[src/rtl/elev_pkg.sv]
package elev_pkg;

    typedef enum logic [1:0] {
        ST_IDLE = 2'b00,
        ST_UP   = 2'b01,
        ST_DOWN = 2'b10,
        ST_DOOR = 2'b11
    } car_state_e;

    typedef enum logic [1:0] {
        DP_REST,
        DP_OPEN,
        DP_HOLD,
        DP_CLOSE
    } door_phase_e;

    typedef struct packed {
        logic up;
        logic dn;
        logic zero;
    } floor_step_t;

    localparam int unsigned MAX_FLOORS = 32;

    // Bits strictly above floor fl.
    function automatic logic [MAX_FLOORS-1:0] mask_above(input int unsigned fl);
        return ~((MAX_FLOORS'(2) << fl) - MAX_FLOORS'(1));
    endfunction

    // Bits strictly below floor fl.
    function automatic logic [MAX_FLOORS-1:0] mask_below(input int unsigned fl);
        return (MAX_FLOORS'(1) << fl) - MAX_FLOORS'(1);
    endfunction

endpackage

[src/rtl/elev_floor_ctr.sv]
module elev_floor_ctr
    import elev_pkg::*;
#(
    parameter int NUM_FLOORS = 8,
    localparam int FW = (NUM_FLOORS > 1) ? $clog2(NUM_FLOORS) : 1
) (
    input  logic          clk,
    input  logic          rst,
    input  floor_step_t   step_i,
    output logic [FW-1:0] floor_o
);

    localparam logic [FW-1:0] TOP = FW'(NUM_FLOORS - 1);

    logic [FW-1:0] floor_q;

    always_ff @(posedge clk) begin
        if (rst || step_i.zero) begin
            floor_q <= '0;
        end else if (step_i.up && floor_q != TOP) begin
            floor_q <= floor_q + FW'(1);
        end else if (step_i.dn && floor_q != '0) begin
            floor_q <= floor_q - FW'(1);
        end
    end

    assign floor_o = floor_q;

    // the floor moves by one step only, and only when commanded
    p_floor_step_r4: assert property (@(posedge clk) disable iff (rst)
        !$stable(floor_q) |->
            (($past(step_i.up) && floor_q == $past(floor_q) + FW'(1)) ||
             ($past(step_i.dn) && floor_q == $past(floor_q) - FW'(1)) ||
             ($past(step_i.zero) && floor_q == '0)));

endmodule

[src/rtl/elev_door_seq.sv]
module elev_door_seq
    import elev_pkg::*;
#(
    parameter int HOLD_TICKS = 540,
    localparam int TW = $clog2(HOLD_TICKS + 1)
) (
    input  logic clk,
    input  logic rst,
    input  logic start_i,
    input  logic is_open_i,
    input  logic blocked_i,
    output logic open_cmd_o,
    output logic close_cmd_o,
    output logic done_o
);

    door_phase_e   ph_q;
    logic [TW-1:0] tmr_q;

    always_ff @(posedge clk) begin
        if (rst) begin
            ph_q  <= DP_REST;
            tmr_q <= '0;
        end else begin
            unique case (ph_q)
                DP_REST:  if (start_i) ph_q <= DP_OPEN;
                DP_OPEN: begin
                    if (is_open_i) begin
                        ph_q  <= DP_HOLD;
                        tmr_q <= TW'(HOLD_TICKS - 1);
                    end
                end
                DP_HOLD: begin
                    if (tmr_q != '0) begin
                        tmr_q <= tmr_q - TW'(1);
                    end else if (!blocked_i) begin
                        ph_q <= DP_CLOSE;
                    end
                end
                DP_CLOSE: if (!is_open_i) ph_q <= DP_REST;
                default:  ph_q <= DP_REST;
            endcase
        end
    end

    assign open_cmd_o  = (ph_q == DP_OPEN);
    assign close_cmd_o = (ph_q == DP_CLOSE);
    assign done_o      = (ph_q == DP_CLOSE) && !is_open_i;

    // a blocked doorway keeps the door from starting to close
    p_blocked_defer_r8: assert property (@(posedge clk) disable iff (rst)
        (ph_q == DP_HOLD && blocked_i) |=> (ph_q != DP_CLOSE));

    // the hold phase cannot end early while time remains
    p_hold_keeps_r7: assert property (@(posedge clk) disable iff (rst)
        (ph_q == DP_HOLD && tmr_q != '0) |=> (ph_q == DP_HOLD));

    // closing continues until the sensor reports the door shut
    p_close_until_shut_r9: assert property (@(posedge clk) disable iff (rst)
        (ph_q == DP_CLOSE && is_open_i) |=> close_cmd_o);

endmodule

[src/rtl/elev_ctrl.sv]
module elev_ctrl
    import elev_pkg::*;
#(
    parameter int NUM_FLOORS = 8,
    parameter int HOLD_TICKS = 540,
    localparam int FW = (NUM_FLOORS > 1) ? $clog2(NUM_FLOORS) : 1
) (
    input  logic                  clk,
    input  logic                  rst,
    input  logic [NUM_FLOORS-1:0] pend_up_i,
    input  logic [NUM_FLOORS-1:0] pend_dn_i,
    input  logic                  gnd_limit_i,
    input  logic                  floor_pulse_i,
    input  logic                  door_is_open_i,
    input  logic                  door_blocked_i,
    output logic                  mot_up_o,
    output logic                  mot_dn_o,
    output logic                  door_open_o,
    output logic                  door_close_o,
    output logic [1:0]            state_o,
    output logic                  dir_up_o,
    output logic [FW-1:0]         floor_o,
    output logic [NUM_FLOORS-1:0] clr_up_o,
    output logic [NUM_FLOORS-1:0] clr_dn_o
);

    localparam logic [FW-1:0] TOP = FW'(NUM_FLOORS - 1);

    car_state_e            st_q, st_d;
    logic                  dir_q, dir_d;
    logic                  homing_q;
    logic [NUM_FLOORS-1:0] clr_up_q, clr_dn_q;
    logic [FW-1:0]         floor_q, nf_up, nf_dn, tgt;
    logic                  go_door, tgt_up, door_done;
    floor_step_t           step;
    logic [MAX_FLOORS-1:0] up_ext, dn_ext;

    assign up_ext = MAX_FLOORS'(pend_up_i);
    assign dn_ext = MAX_FLOORS'(pend_dn_i);
    assign nf_up  = (floor_q == TOP) ? floor_q : floor_q + FW'(1);
    assign nf_dn  = (floor_q == '0)  ? floor_q : floor_q - FW'(1);

    elev_floor_ctr #(.NUM_FLOORS(NUM_FLOORS)) i_floor (
        .clk     (clk),
        .rst     (rst),
        .step_i  (step),
        .floor_o (floor_q)
    );

    elev_door_seq #(.HOLD_TICKS(HOLD_TICKS)) i_door (
        .clk         (clk),
        .rst         (rst),
        .start_i     (go_door),
        .is_open_i   (door_is_open_i),
        .blocked_i   (door_blocked_i),
        .open_cmd_o  (door_open_o),
        .close_cmd_o (door_close_o),
        .done_o      (door_done)
    );

    always_comb begin
        st_d    = st_q;
        dir_d   = dir_q;
        go_door = 1'b0;
        tgt     = floor_q;
        tgt_up  = dir_q;
        step    = '0;
        unique case (st_q)
            ST_IDLE: begin
                if (pend_up_i[floor_q]) begin
                    go_door = 1'b1;
                    dir_d   = 1'b1;
                    tgt_up  = 1'b1;
                end else if (|(up_ext & mask_above(32'(floor_q)))) begin
                    st_d  = ST_UP;
                    dir_d = 1'b1;
                end else if (pend_dn_i[floor_q]) begin
                    go_door = 1'b1;
                    dir_d   = 1'b0;
                    tgt_up  = 1'b0;
                end else if (|(dn_ext & mask_below(32'(floor_q)))) begin
                    st_d  = ST_DOWN;
                    dir_d = 1'b0;
                end
            end
            ST_UP: begin
                if (floor_pulse_i) begin
                    step.up = 1'b1;
                    if (pend_up_i[nf_up]) begin
                        go_door = 1'b1;
                        tgt     = nf_up;
                        tgt_up  = 1'b1;
                    end else if (!(|(up_ext & mask_above(32'(nf_up))))) begin
                        st_d = ST_IDLE;
                    end
                end
            end
            ST_DOWN: begin
                if (homing_q) begin
                    if (gnd_limit_i) begin
                        step.zero = 1'b1;
                        st_d      = ST_IDLE;
                    end
                end else if (floor_pulse_i) begin
                    step.dn = 1'b1;
                    if (pend_dn_i[nf_dn]) begin
                        go_door = 1'b1;
                        tgt     = nf_dn;
                        tgt_up  = 1'b0;
                    end else if (!(|(dn_ext & mask_below(32'(nf_dn))))) begin
                        st_d = ST_IDLE;
                    end
                end
            end
            ST_DOOR: begin
                if (door_done) begin
                    if (dir_q && |(up_ext & mask_above(32'(floor_q))))
                        st_d = ST_UP;
                    else if (!dir_q && |(dn_ext & mask_below(32'(floor_q))))
                        st_d = ST_DOWN;
                    else
                        st_d = ST_IDLE;
                end
            end
            default: st_d = ST_IDLE;
        endcase
        if (go_door) st_d = ST_DOOR;
    end

    always_ff @(posedge clk) begin
        if (rst) begin
            st_q     <= ST_DOWN;
            dir_q    <= 1'b0;
            homing_q <= 1'b1;
            clr_up_q <= '0;
            clr_dn_q <= '0;
        end else begin
            st_q     <= st_d;
            dir_q    <= dir_d;
            if (step.zero) homing_q <= 1'b0;
            clr_up_q <= (go_door &&  tgt_up) ? (NUM_FLOORS'(1) << tgt) : '0;
            clr_dn_q <= (go_door && !tgt_up) ? (NUM_FLOORS'(1) << tgt) : '0;
        end
    end

    assign mot_up_o = (st_q == ST_UP);
    assign mot_dn_o = (st_q == ST_DOWN);
    assign state_o  = st_q;
    assign dir_up_o = dir_q;
    assign floor_o  = floor_q;
    assign clr_up_o = clr_up_q;
    assign clr_dn_o = clr_dn_q;

    // homing drives down and holds the floor at zero
    p_homing_r1: assert property (@(posedge clk) disable iff (rst)
        homing_q |-> (mot_dn_o && floor_o == '0));

    // a pulse without a matching up bit never stops a rising car
    p_up_stop_r5: assert property (@(posedge clk) disable iff (rst)
        (st_q == ST_UP && floor_pulse_i && !pend_up_i[nf_up]) |=> (st_q != ST_DOOR));

    // a pulse without a matching down bit never stops a falling car
    p_dn_stop_r5: assert property (@(posedge clk) disable iff (rst)
        (st_q == ST_DOWN && !homing_q && floor_pulse_i && !pend_dn_i[nf_dn])
            |=> (st_q != ST_DOOR));

    // clear strobes are single, one-hot and tied to the door cycle
    p_clr_in_door_r6: assert property (@(posedge clk) disable iff (rst)
        (|{clr_up_o, clr_dn_o}) |-> (st_q == ST_DOOR && $onehot({clr_up_o, clr_dn_o})));

    // no direct reversal
    p_no_reverse_up_r10: assert property (@(posedge clk) disable iff (rst)
        (st_q == ST_UP) |=> (st_q != ST_DOWN));
    p_no_reverse_dn_r10: assert property (@(posedge clk) disable iff (rst)
        (st_q == ST_DOWN) |=> (st_q != ST_UP));

    // travel motors and door motor are interlocked
    p_motor_interlock_r11: assert property (@(posedge clk) disable iff (rst)
        (door_open_o || door_close_o) |-> (!mot_up_o && !mot_dn_o));

endmodule

[config.mk]
export PLATFORM = sky130hd
export DESIGN_NAME = elev_ctrl
export DESIGN_NICKNAME = d
export VERILOG_FILES = /design/src/rtl/elev_pkg.sv /design/src/rtl/elev_floor_ctr.sv /design/src/rtl/elev_door_seq.sv /design/src/rtl/elev_ctrl.sv
export SDC_FILE = /design/constraint.sdc
export NUM_CORES = 1
export LEC_CHECK = 0
export BUFFER_PORTS_ARGS = -buffer_cell sky130_fd_sc_hd__buf_2
export CAP_MARGIN = 20
export CORE_MARGIN = 5
export CORE_UTILIZATION = 40
export DETAILED_ROUTE_END_ITERATION = 8
export GPL_ROUTABILITY_DRIVEN = 0
export MAX_ROUTING_LAYER = met4
export PLACE_DENSITY = 0.63
export SLEW_MARGIN = 20
export SYNTH_ARGS = -nofsm -noshare
export SYNTH_HDL_FRONTEND = slang
export SYNTH_SLANG_ARGS = --single-unit
[constraint.sdc]
create_clock -name clk -period 10.2 [get_ports clk]
set_clock_uncertainty 0.05 [all_clocks]
set_input_delay 0.51 -clock clk [delete_from_list [all_inputs] [get_ports clk]]
set_output_delay 0.51 -clock clk [all_outputs]
set_load 0.05 [all_outputs]
# Word level (Yosys, flattened, before mapping)
# Cells that the tools add are included.
[word_totals]
ff_bits = 35
latchBits = 0
ramBits = 0
mem_bits_ro = 0
inputBits = 22
out_inout_bits = 26
wordCells = 171
mem_count = 0
[op_classes]
addsub = 7
mul = 0
div_mod_pow = 0
n_lt_le_gt_ge = 3
n_eq_ne = 36
shift = 5
muxes = 72
bitwise = 8
n_reduce_logical = 31
[op_table]
columns = ["cell", "count"]
rows = [
  ["$and 8x32->32", 4],
  ["$reduce_or 32->1", 4],
  ["$sub 32x2->32 const B", 4],
  ["$not 32->32", 2],
  ["$shl 1x3->32 const A", 2],
  ["$shl 2x3->32 const A", 2],
  ["$mux 2", 21],
  ["$mux 1", 30],
  ["$ne 3x3->1 const B", 10],
  ["$mux 3", 9],
  ["$reduce_and 11->1", 2],
  ["$mux 10", 2],
  ["$ne 2x2->1 const B", 10],
  ["$pmux 10 s2", 1],
  ["$ne 4x4->1 const B", 4],
  ["$pmux 2 s4", 2],
  ["$bmux 1 s3", 4],
  ["$lt 3x4->1 const B", 3],
  ["$reduce_bool 10->1", 1],
  ["$sub 10x1->10 const B", 1],
  ["$eq 2x2->1 const B", 4],
  ["$shl 1x3->8 const A", 1],
  ["$logic_and 1x1->1", 7],
  ["$ne 3x2->1 const B", 2],
  ["other kinds (21)", 30],
]

# Logic depth before layout (Yosys ltp)
[depth]
depth_word = 12
depth_mapped = 19
ltp_nobuf = 14

# Cells and area by module
# A second synthesis with hierarchy kept.
[hier_totals]
hier_cells = 409
hier_area_um2 = 3375.7
[modules_own_cells]
columns = ["module", "instances", "cells_each", "area_per_inst_um2", "seq_area_each_um2"]
rows = [
  ["elev_ctrl", 1, 289, 2331.0, 400.4],
  ["elev_door_seq", 1, 87, 760.7, 240.2],
  ["elev_floor_ctr", 1, 33, 284.0, 60.1],
]

# Least setup slack after synthesis
# Ideal clock, no wire load.
[synth_timing]
kind = "register to register"
startpoint = "register i_floor.floor_q[0] (netlist: i_floor.floor_o[0])"
endpoint = "register clr_dn_q[1] (netlist: clr_dn_o[1])"
setup_time_ns = 0.080
arrival_ns = 4.191
t_required_ns = 10.070
slack_ns = 5.879
stages_incl_launch_ff = 18
path_buffers = 5
synth_period_minus_slack_ns = 4.321
cell_sequence = "dfxtp_1 inv_1 buf_2 buf_1 ha_1 buf_6 nor2b_1 buf_4 inv_2 buf_6 ha_1 or4b_4 a221o_1 a2111oi_4 nor2_2 a211oi_4 nand4_2 nor3_1"
[synth_between]
elab_chain_cells = 12
word_cells_on_any_way = 48
cone_classes = "3 x add/sub; 1 x eq/ne; 2 x shift; 34 x mux; 3 x bitwise; 5 x reduce/logical"
[synth_lines]
columns = ["item", "line_no", "text"]
rows = [
  ["start, declared", "elev_floor_ctr.sv:15", "logic [FW-1:0] floor_q;"],
  ["start signal, assigned", "elev_floor_ctr.sv:21", "floor_q <= floor_q + FW'(1);"],
  ["start signal, assigned", "elev_floor_ctr.sv:23", "floor_q <= floor_q - FW'(1);"],
  ["$shl 2x3->32, or another cell as far along", "elev_pkg.sv:27", "return ~((MAX_FLOORS'(2) << fl) - MAX_FLOORS'(1));"],
  ["$sub 32x2->32 or $mux 3 (tied branches)", "elev_pkg.sv:27, elev_ctrl.sv:41", ""],
  ["$not 32->32 or $bmux 1 s3 (tied branches)", "elev_pkg.sv:27, elev_ctrl.sv:106", ""],
  ["$and 8x32->32 or $mux 1 (tied branches)", "elev_ctrl.sv:74, elev_ctrl.sv:106", ""],
  ["$reduce_or 32->1 or $mux 1 (tied branches)", "elev_ctrl.sv:74, elev_ctrl.sv:106", ""],
  ["$mux 1, on equally long branches", "elev_ctrl.sv:74, elev_ctrl.sv:104", ""],
  ["$mux 1, on equally long branches", "elev_ctrl.sv:70, elev_ctrl.sv:99", ""],
  ["$pmux 1 s3", "elev_ctrl.sv:68", "unique case (st_q)"],
  ["$logic_not 1->1", "elev_ctrl.sv:142", "clr_dn_q <= (go_door && !tgt_up) ? (NUM_FLOORS'(1) << tgt) : '0;"],
  ["$logic_and 1x1->1", "elev_ctrl.sv:142", ""],
  ["$not 1->1 (no line)", "n/a", ""],
  ["$reduce_or 2->1 (no line)", "n/a", ""],
  ["end signal, assigned", "elev_ctrl.sv:142", ""],
  ["end, declared", "elev_ctrl.sv:32", "logic [NUM_FLOORS-1:0] clr_up_q, clr_dn_q;"],
]
# Parallel ways exist; a longest one is shown, timed or not. The select of a mux whose other input is x is not followed.
# A chain may end at the register's enable or synchronous reset.

# Worst setup path after layout
[layout_timing]
startpoint = "register i_floor.floor_q[0] (netlist: i_floor.floor_o[0])"
endpoint = "register st_q[0] (netlist: state_o[0])"
[layout_between]
elab_chain_cells = 10
word_cells_on_any_way = 60
cone_classes = "6 x add/sub; 12 x eq/ne; 4 x shift; 25 x mux; 6 x bitwise; 7 x reduce/logical"
[layout_lines]
columns = ["item", "line_no", "text"]
rows = [
  ["parallel branches: the longest is 10 deep, another holds $sub 32x2->32", "n/a", ""],
  ["end signal, assigned", "elev_ctrl.sv:138", "st_q <= st_d;"],
  ["end, declared", "elev_ctrl.sv:29", "car_state_e st_q, st_d;"],
]
# Parallel ways; which one is timed is not known. The select of a mux whose other input is x is not followed.

==> metrics.txt <==
final hold violation count 0; vias in the first global route 3436; post-route clock period utilization 48.37%; drt total wl 10330 um; port bufs 47; critical path endpoint category register; Seq/Total Area, Yosys 19.64%; outcome finished, final reports clean; cell area after synthesis 3567 sq um; Placed Cells 584; Max clock buf depth 2; worst vdd ir 0.07869 mV; Post-synth EDFFs 0; setup bufs post-CTS 0; # IOs 48; setup TNS 0 ns; DR iter-0 viols 254; height of the die 104.4 um; fmax 202.7 MHz; Remaining Overflow, GRT 0; Syn Nets 501; most common cell after layout, fill and taps aside buf_2; Worst Path Required 10.37 ns; core area 8721 sq um; die area 10910 sq um; RSZ-0062 raised after global routing no; DP HPWL 7705 um; CTS Buf Count 5; Worst Path Arrival 5.10 ns; LEAKAGE 0.001556 uW; CP max FO 37; Final Setup Violations 0; total global-route track usage 18.99%; Async S/R FF share, synth 0%; Post-Syn Instances 456; global-route wire length before repair 16980 um; max-cap violations 0; ys flop type dfxtp_1; Finished Layout Cells 592; wire length per cell 17.45 um; Syn Area/Cell 7.823 sq um; Hold-fix buffers, CTS 0; Die X 104.4 um; worst skew pair latency 0.29 ns; vias per cell 5.993; HP Class register to register; hold depth 2; DR pass1 iterations 5; most frequent cells in the layout buf_2 (47), nand2_1 (40), dfxtp_1 (35), nor2_1 (33), inv_1 (25); CTS tree done; share of cells above drive strength 1 17.56%; via count 3548; post-route ant nets 0; Clock Tree Root clkbuf_8; max_slew headroom 43.47%; Critical Path Source Type register; post-CTS sizing 0; # rows 34; Slew Viols, Final 0; FF-to-FF path depth 16; post-route minimum period 4.934 ns; Syn. warnings 0; largest net degree at the start of global routing 38; clock transition at the registers of the reported paths 0.07 ns; distinct cell type count after synthesis 77; initial antenna violation count 0; # diodes 0; Starting Density 40.90%; CTS sink cnt 35; H-tree Lvls 2; Area Overhead vs Synth 9.786%; pwr dens 181.3 nW/um^2; fin nets 528; Seq cells post-synth 35; Slew @ Worst Pin 0.8479 ns; crit path kind register to register; Post-route DRC 0
-- state kept, by name (all words and copies together), names as in the netlist --
register,cells
clr_dn_o,8
clr_up_o,8
dir_up_o,1
homing_q,1
i_door.ph_q,2
i_door.tmr_q,10
i_floor.floor_o,3
state_o,2
-- synthesized netlist by cell type, drive strengths merged, types with 4 or more instances --
cell / instances / area, sq um
and2: 4 / 25.02
dfxtp: 35 / 700.7
a31oi: 9 / 56.30
a41oi: 7 / 61.31
buf: 19 / 118.9
or2: 4 / 25.02
nand3b: 6 / 45.04
xnor2: 11 / 96.34
nor2: 34 / 130.1
nor4b: 4 / 41.29
a211oi: 8 / 77.57
nor3: 24 / 120.1
a21oi: 15 / 75.07
nand4: 8 / 62.56
or3: 6 / 37.54
nand2b: 8 / 50.05
o221ai: 5 / 50.04
and3: 6 / 37.54
nand3: 7 / 35.03
mux2i: 8 / 80.08
o211ai: 10 / 85.08
inv: 26 / 97.59
ha: 23 / 287.8
clkbuf: 12 / 45.04
o21ai: 27 / 142.6
nand2: 40 / 150.1
nor4: 4 / 25.02
mux4: 4 / 90.09
nor2b: 11 / 68.82
xor2: 10 / 87.58
o31ai: 4 / 30.03
-- per-stage QoR --
stage / total power [uW] / cell area (sq um) / utilization, % / worst slack (ns) / hold WS [ns]
after global routing: 770.4 / 3916 / 44.91 / 4.891 / 0.4867
final: 710.2 / 3916 / 44.91 / 5.266 / 0.4544
after global placement: 578.2 / 3804 / 43.62 / 5.529 / 0.4362
after floorplan: 502.4 / 3567 / - / 5.879 / 0.4114
after CTS: 711.8 / 3916 / 44.91 / 5.382 / 0.4573
after detailed placement: 584.9 / 3804 / 43.62 / 5.419 / 0.4468
-- routing by layer --
metal  track usage, %  vias up  share of wire (%)
met5                -        -                  0
met4            6.660        0                1.7
met3            4.035       16                5.3
met2            28.69      105                 46
met1            25.02     1673                 47
li1                 -     1754                  -
-- kinds of logic after synthesis --
family / after synthesis / synth area share [%]
buf+inv: 57 / 7.330
simple gates: 178 / 27.01
compound gates: 128 / 27.39
flops: 35 / 19.64
mux: 14 / 5.402
xor+xnor: 21 / 5.156
fa+ha+maj: 23 / 8.067
-- final timing paths --
check | startpoint | endpoint | slack [ns]
max | i_floor.floor_o[0] | state_o[0] | 5.27
min | i_door.tmr_q[1] | i_door.tmr_q[1] | 0.45
max reg2reg | i_floor.floor_o[0] | state_o[0] | 5.27
min reg2reg | i_door.tmr_q[1] | i_door.tmr_q[1] | 0.45
-- report_power, final --
part	switching (uW)	internal, uW	total [uW]
combinational	253	140	393
sequential	27.3	165	193
clock	51.8	72.7	125
-- area by class of cell --
cell class	count	area, sq um
Inverter	26	97.59
Timing Repair Buffer	51	265.3
Sequential cell	35	700.7
Clock inverter	3	43.79
Tap cell	108	135.1
Fill cell	894	4805
Multi-Input combinational cell	364	2605
Clock buffer	5	68.82
-- worst max-delay path: stages, from the launching register on --
cell       delay, ns
dfxtp_1         0.30
buf_4           0.25
inv_1           0.61
ha_1            0.73
nor2b_1         0.21
buf_4           0.23
inv_2           0.14
o31ai_1         0.23
a31oi_1         0.09
ha_1            0.32
nand2b_1        0.10
o2111ai_1       0.12
a2111oi_0       0.32
and4_1          0.25
a41oi_1         0.18
or4_1           0.54
a31oi_1         0.17
(Power assumes the default switching activity.)
